$ cat config.mk
export PLATFORM = sky130hd
export DESIGN_NAME = bus_strobe_gen
export DESIGN_NICKNAME = d
export VERILOG_FILES = /design/src/rtl/bsg_pkg.sv /design/src/rtl/bsg_phase.sv /design/src/rtl/bsg_fetch_sel.sv /design/src/rtl/bsg_strobe.sv /design/src/rtl/bus_strobe_gen.sv
export SDC_FILE = /design/constraint.sdc
export NUM_CORES = 1
export LEC_CHECK = 0
export ABC_AREA = 1
export BUFFER_PORTS_ARGS = -buffer_cell sky130_fd_sc_hd__buf_2
export CORE_MARGIN = 2
export CORE_UTILIZATION = 40
export CTS_CLUSTER_SIZE = 16
export DETAILED_ROUTE_END_ITERATION = 7
export GPL_ROUTABILITY_DRIVEN = 1
export HOLD_SLACK_MARGIN = 0.02
export PLACE_DENSITY = 0.77
export SLEW_MARGIN = 15
export SYNTH_ARGS = -nofsm -noshare
export SYNTH_HDL_FRONTEND = slang
export SYNTH_SLANG_ARGS = --single-unit
$ cat constraint.sdc
create_clock -name clk -period 1.9 [get_ports clk]
set_input_delay 0.38 -clock clk [delete_from_list [all_inputs] [get_ports clk]]
set_output_delay 0.38 -clock clk [all_outputs]
set_load 0.03 [all_outputs]
$ cat src/rtl/bsg_pkg.sv
`timescale 1ns/1ps
package bsg_pkg;

    // On-chip program memory size codes; each step doubles the boundary.
    typedef enum logic [1:0] {
        ROM_4K  = 2'd0,
        ROM_8K  = 2'd1,
        ROM_16K = 2'd2,
        ROM_32K = 2'd3
    } rom_size_e;

    // Position of a phase within its half cycle.
    function automatic int half_offset(input int phase, input int half);
        return (phase >= half) ? phase - half : phase;
    endfunction

endpackage

$ cat src/rtl/bsg_phase.sv
`timescale 1ns/1ps
module bsg_phase #(
    parameter int PHASES = 12,
    parameter int CW     = $clog2(PHASES)
) (
    input  logic          clk,
    input  logic          rst,
    input  logic          xdata_req,
    output logic [CW-1:0] phase,
    output logic          half_start,
    output logic          data_now
);
    localparam int          HALF = PHASES / 2;
    localparam logic [CW-1:0] LAST = CW'(PHASES - 1);
    localparam logic [CW-1:0] MID  = CW'(HALF);

    typedef struct packed {
        logic [CW-1:0] cnt;   // phase emitted on the next edge
        logic          xd;    // current machine cycle is a data cycle
    } st_t;

    st_t st_d, st_q;

    always_comb begin
        st_d = st_q;
        st_d.cnt = (st_q.cnt == LAST) ? '0 : st_q.cnt + 1'b1;
        if (st_q.cnt == '0) begin
            st_d.xd = xdata_req;
        end
        if (rst) begin
            st_d = '0;
        end
    end

    always_ff @(posedge clk) begin
        st_q <= st_d;
    end

    assign phase      = st_q.cnt;
    assign half_start = (st_q.cnt == '0) || (st_q.cnt == MID);
    assign data_now   = (st_q.cnt == '0) ? xdata_req : st_q.xd;

endmodule

$ cat src/rtl/bsg_fetch_sel.sv
`timescale 1ns/1ps
module bsg_fetch_sel #(
    parameter int PC_W      = 16,
    parameter int BASE_LOG2 = 12
) (
    input  logic            clk,
    input  logic            rst,
    input  logic            rom_strap,
    input  logic [PC_W-1:0] pc,
    input  logic [1:0]      rom_size,
    input  logic            half_start,
    output logic            fetch_now,
    output logic            fetch_ext
);
    typedef struct packed {
        logic ea;    // strap captured during reset
        logic ext;   // fetch decision of the current half cycle
    } st_t;

    st_t          st_d, st_q;
    logic [PC_W:0] span;
    logic          ext_dec;

    always_comb begin
        span    = (PC_W+1)'(1) << (BASE_LOG2 + int'(rom_size));
        ext_dec = !st_q.ea || ({1'b0, pc} >= span);
    end

    always_comb begin
        st_d = st_q;
        if (half_start) begin
            st_d.ext = ext_dec;
        end
        if (rst) begin
            st_d.ea  = rom_strap;
            st_d.ext = 1'b0;
        end
    end

    always_ff @(posedge clk) begin
        st_q <= st_d;
    end

    assign fetch_now = half_start ? ext_dec : st_q.ext;
    assign fetch_ext = st_q.ext;

endmodule

$ cat src/rtl/bsg_strobe.sv
`timescale 1ns/1ps
module bsg_strobe #(
    parameter int PHASES = 12,
    parameter int CW     = $clog2(PHASES),
    parameter int ALE_W  = 2,
    parameter int PSEN_W = 3
) (
    input  logic          clk,
    input  logic          rst,
    input  logic [CW-1:0] phase,
    input  logic          data_now,
    input  logic          fetch_now,
    input  logic          ale_off,
    output logic          ale,
    output logic          psen_n
);
    import bsg_pkg::*;

    localparam int HALF = PHASES / 2;

    typedef struct packed {
        logic ale;
        logic psen_n;
    } st_t;

    st_t  st_d, st_q;
    int   off;
    logic first_half, in_ale, in_psen;

    always_comb begin
        off        = half_offset(int'(phase), HALF);
        first_half = int'(phase) < HALF;
        in_ale     = off < ALE_W;
        in_psen    = (off >= ALE_W) && (off < ALE_W + PSEN_W);
    end

    always_comb begin
        st_d = st_q;
        if (first_half) begin
            st_d.ale = in_ale && (ale_off ? data_now : 1'b1);
        end else begin
            st_d.ale = in_ale && !data_now && !ale_off;
        end
        st_d.psen_n = !(in_psen && !data_now && fetch_now);
        if (rst) begin
            st_d.ale    = 1'b1;
            st_d.psen_n = 1'b1;
        end
    end

    always_ff @(posedge clk) begin
        st_q <= st_d;
    end

    assign ale    = st_q.ale;
    assign psen_n = st_q.psen_n;

endmodule

$ cat src/rtl/bus_strobe_gen.sv
`timescale 1ns/1ps
module bus_strobe_gen #(
    parameter int PHASES    = 12,
    parameter int PC_W      = 16,
    parameter int BASE_LOG2 = 12,
    parameter int ALE_W     = 2,
    parameter int PSEN_W    = 3
) (
    input  logic            clk,
    input  logic            rst,
    input  logic            rom_strap,
    input  logic [PC_W-1:0] pc,
    input  logic [1:0]      rom_size,
    input  logic            ale_off,
    input  logic            xdata_req,
    output logic            ale,
    output logic            psen_n,
    output logic            fetch_ext
);
    localparam int CW = $clog2(PHASES);

    logic [CW-1:0] phase;
    logic          half_start;
    logic          data_now;
    logic          fetch_now;

    bsg_phase #(.PHASES(PHASES), .CW(CW)) u_phase (
        .clk        (clk),
        .rst        (rst),
        .xdata_req  (xdata_req),
        .phase      (phase),
        .half_start (half_start),
        .data_now   (data_now)
    );

    bsg_fetch_sel #(.PC_W(PC_W), .BASE_LOG2(BASE_LOG2)) u_fetch (
        .clk        (clk),
        .rst        (rst),
        .rom_strap  (rom_strap),
        .pc         (pc),
        .rom_size   (rom_size),
        .half_start (half_start),
        .fetch_now  (fetch_now),
        .fetch_ext  (fetch_ext)
    );

    bsg_strobe #(.PHASES(PHASES), .CW(CW), .ALE_W(ALE_W), .PSEN_W(PSEN_W)) u_strobe (
        .clk        (clk),
        .rst        (rst),
        .phase      (phase),
        .data_now   (data_now),
        .fetch_now  (fetch_now),
        .ale_off    (ale_off),
        .ale        (ale),
        .psen_n     (psen_n)
    );

endmodule

==> run metrics <==
Clock Skew 0.5373 ps; Post-Syn Area per Cell 6.980 sq um; Peak Freq 629.6 MHz; CTS tree done; Num CTS Buffers 3; Storage cell area 190.2 sq um; Cell Rows 14; GPL Wtd Cong 0.7469; synthesized instance count 95; fin util 0.5090; RSZ-0062 raised after global routing false; Pleak 0.4420 nW; final hold vios 0; Worst Tran Pin Value 421.6 ps; DIE AREA 0.001999 sq mm; MaxCap Viol Count 0; Final Max Tran Viols 0; H-tree Lvls 1; CP max-delay cell dfxtp_1; Yosys warning total 0; layout filler cell count 147; Post-Place Worst Slack 314.4 ps; num ports 26; pin count of the biggest net entering global routing 8; Reg clk slew, reported paths 60 ps; vias per cell 4.719; Post-synth EDFFs 1; nets 145; number of diodes 0; Initial DRC Count 6; port bufs 13; number of synthesized register bits 9; clock latency on the worst-skew pair 270 ps; most frequent cell after synthesis nand2_1; Clock Sinks 9; post-route setup slack 311.7 ps; Starting Density 0.4351; area of the multi-input gates 405.4 sq um; syn_nets 127; setup TNS 0 ps; aggregate routed wire length 1157 um; Root Driver clkbuf_4; vias in the first global route 504; Mapped Area 663.1 sq um; Pre-antenna DRT Iters 4; Worst slew margin 0.7160; area leader, netlist dfxtp_1; die height 44.72 um; CP Data Arrival Time 1760 ps; Period Utilization, post-route 0.8359; CP Cell Sequence ha_1 -> inv_1 -> ha_1 -> nand2_4 -> nand2_2 -> nand2_2 -> nand3_2 -> nand2_1 -> nor2_1 -> nand2_1; WP data required 2070 ps; routed len/inst 9.039 um; DP HPWL 956.6 um; Async SR Flop Fraction 0; post-synthesis sequential area ratio 0.2868; gr ovfl total 0; Antenna Violating Nets Remaining 0; top cell type's share of synthesized area 0.2415; core area 0.001524 sq mm; synth top area cells dfxtp_1 (24%), ha_1 (17%), nand2_1 (15%); Hold Path Class in -> reg; outcome finished, final reports clean; post_cts resized 0; Worst setup EP type register; Die X 44.72 um; PwrDens 669.6 mW/mm^2; hold buffers post-CTS 0; crit path launch type register; share of layout cells above drive strength 1 0.2500; Worst VDD drop 440.0 uV; crit-path max FO 7; Longest Clk Path Bufs 2; global-route wire length before repair 1994 um; Syn-to-layout area delta 16.98%; drt drc 0; Crit path largest cell delay 370 ps; total power 0.5194 mW; initial antenna violation count 0; final setup fails 0; Tot GR Track Use 0.1400; Distinct cells, synth 19; synth cell count leaders nand2_1 (26), inv_1 (17), ha_1 (9); critical path class reg -> reg; Fin Hold WS 280.1 ps; ys flop type dfxtp_1; Post-CTS Setup Inserts 0; min Tclk post-route 1588 ps; via count 604
-- flip-flops by register name (all words and copies together) (netlist names) --
name               flops
u_strobe.ale           1
u_phase.phase          4
u_fetch.fetch_ext      1
u_strobe.psen_n        1
u_phase.st_q           1
u_fetch.st_q           1
-- critical path: cells and delay by family, from the launching register on --
family | cells | cell delay [ps]
adder cells (fa/ha/maj) | 2 | 530
buffers and inverters | 1 | 50
flip-flops | 1 | 370
AND/OR/NAND/NOR | 7 | 540
-- routing by layer --
layer  up-vias  GRT usage  share of wire
met1       257     0.1654           0.47
met5         -          0              0
met4         0    0.07273          0.021
met3         3    0.04800          0.050
li1        329          -              -
met2        15     0.2232           0.46
-- cells in the final DEF, fill, tap and decap left out --
master     n
clkbuf_4   3
o21ai_0    4
xor2_1     1
clkinv_2   1
inv_1     17
o21a_1     1
nor2_2     1
and3_1     1
nand3_1    6
edfxtp_1   1
buf_2     13
inv_2      1
nand2_4    2
nand2_2    4
or2_2      1
ha_1       9
nor2_1     8
nand3_2    2
a21oi_1    1
dfxtp_1    8
o211ai_1   1
nand2_1   26
-- final timing paths --
check | slack (ps) | to | depth (start not counted) | from
setup / recovery | 310 | u_strobe.psen_n$_SDFF_PP1_ | 10 | u_phase.phase[1]$_SDFF_PP0_
hold / removal | 280 | u_fetch.st_q[1]$_DFFE_PP_ | 1 | rom_strap
setup reg to reg | 310 | u_strobe.psen_n$_SDFF_PP1_ | 10 | u_phase.phase[1]$_SDFF_PP0_
hold reg to reg | 490 | u_phase.phase[0]$_SDFF_PP0_ | 1 | u_phase.phase[0]$_SDFF_PP0_
-- metrics by stage --
| step | cells | cell area, sq um |
|---|---|---|
| 2_1_floorplan | 95 | 663.1 |
| 3_3_place_gp | 124 | 748.2 |
| 3_5_place_dp | 124 | 748.2 |
| 4_1_cts | 128 | 775.7 |
| 5_1_grt | 128 | 775.7 |
| 6_report | 128 | 775.7 |
-- cell families after synthesis --
family,after synthesis,synth area share
AOI/OAI and AO/OA,7,0.06038
xor gates and xnor gates,1,0.01321
and+or+nand+nor,51,0.3679
adders and majority gates,9,0.1698
buffers and inverters,18,0.1019
DFF,9,0.2868
-- area by class of cell --
cell class,instances,area share
Clock inverter,1,0.006452
Sequential cell,9,0.2452
Clock buffer,3,0.02903
Inverter,18,0.08710
Multi-Input combinational cell,68,0.5226
Timing Repair Buffer,13,0.08387
Tap cell,16,0.02581
-- power breakdown --
part / leakage, nW / internal [mW] / switching [mW] / total [mW]
combinational: 0.348 / 0.0574 / 0.0880 / 0.145
clock: 0.0177 / 0.0781 / 0.0754 / 0.154
sequential: 0.0759 / 0.210 / 0.0104 / 0.220
(Power assumes the default switching activity.)
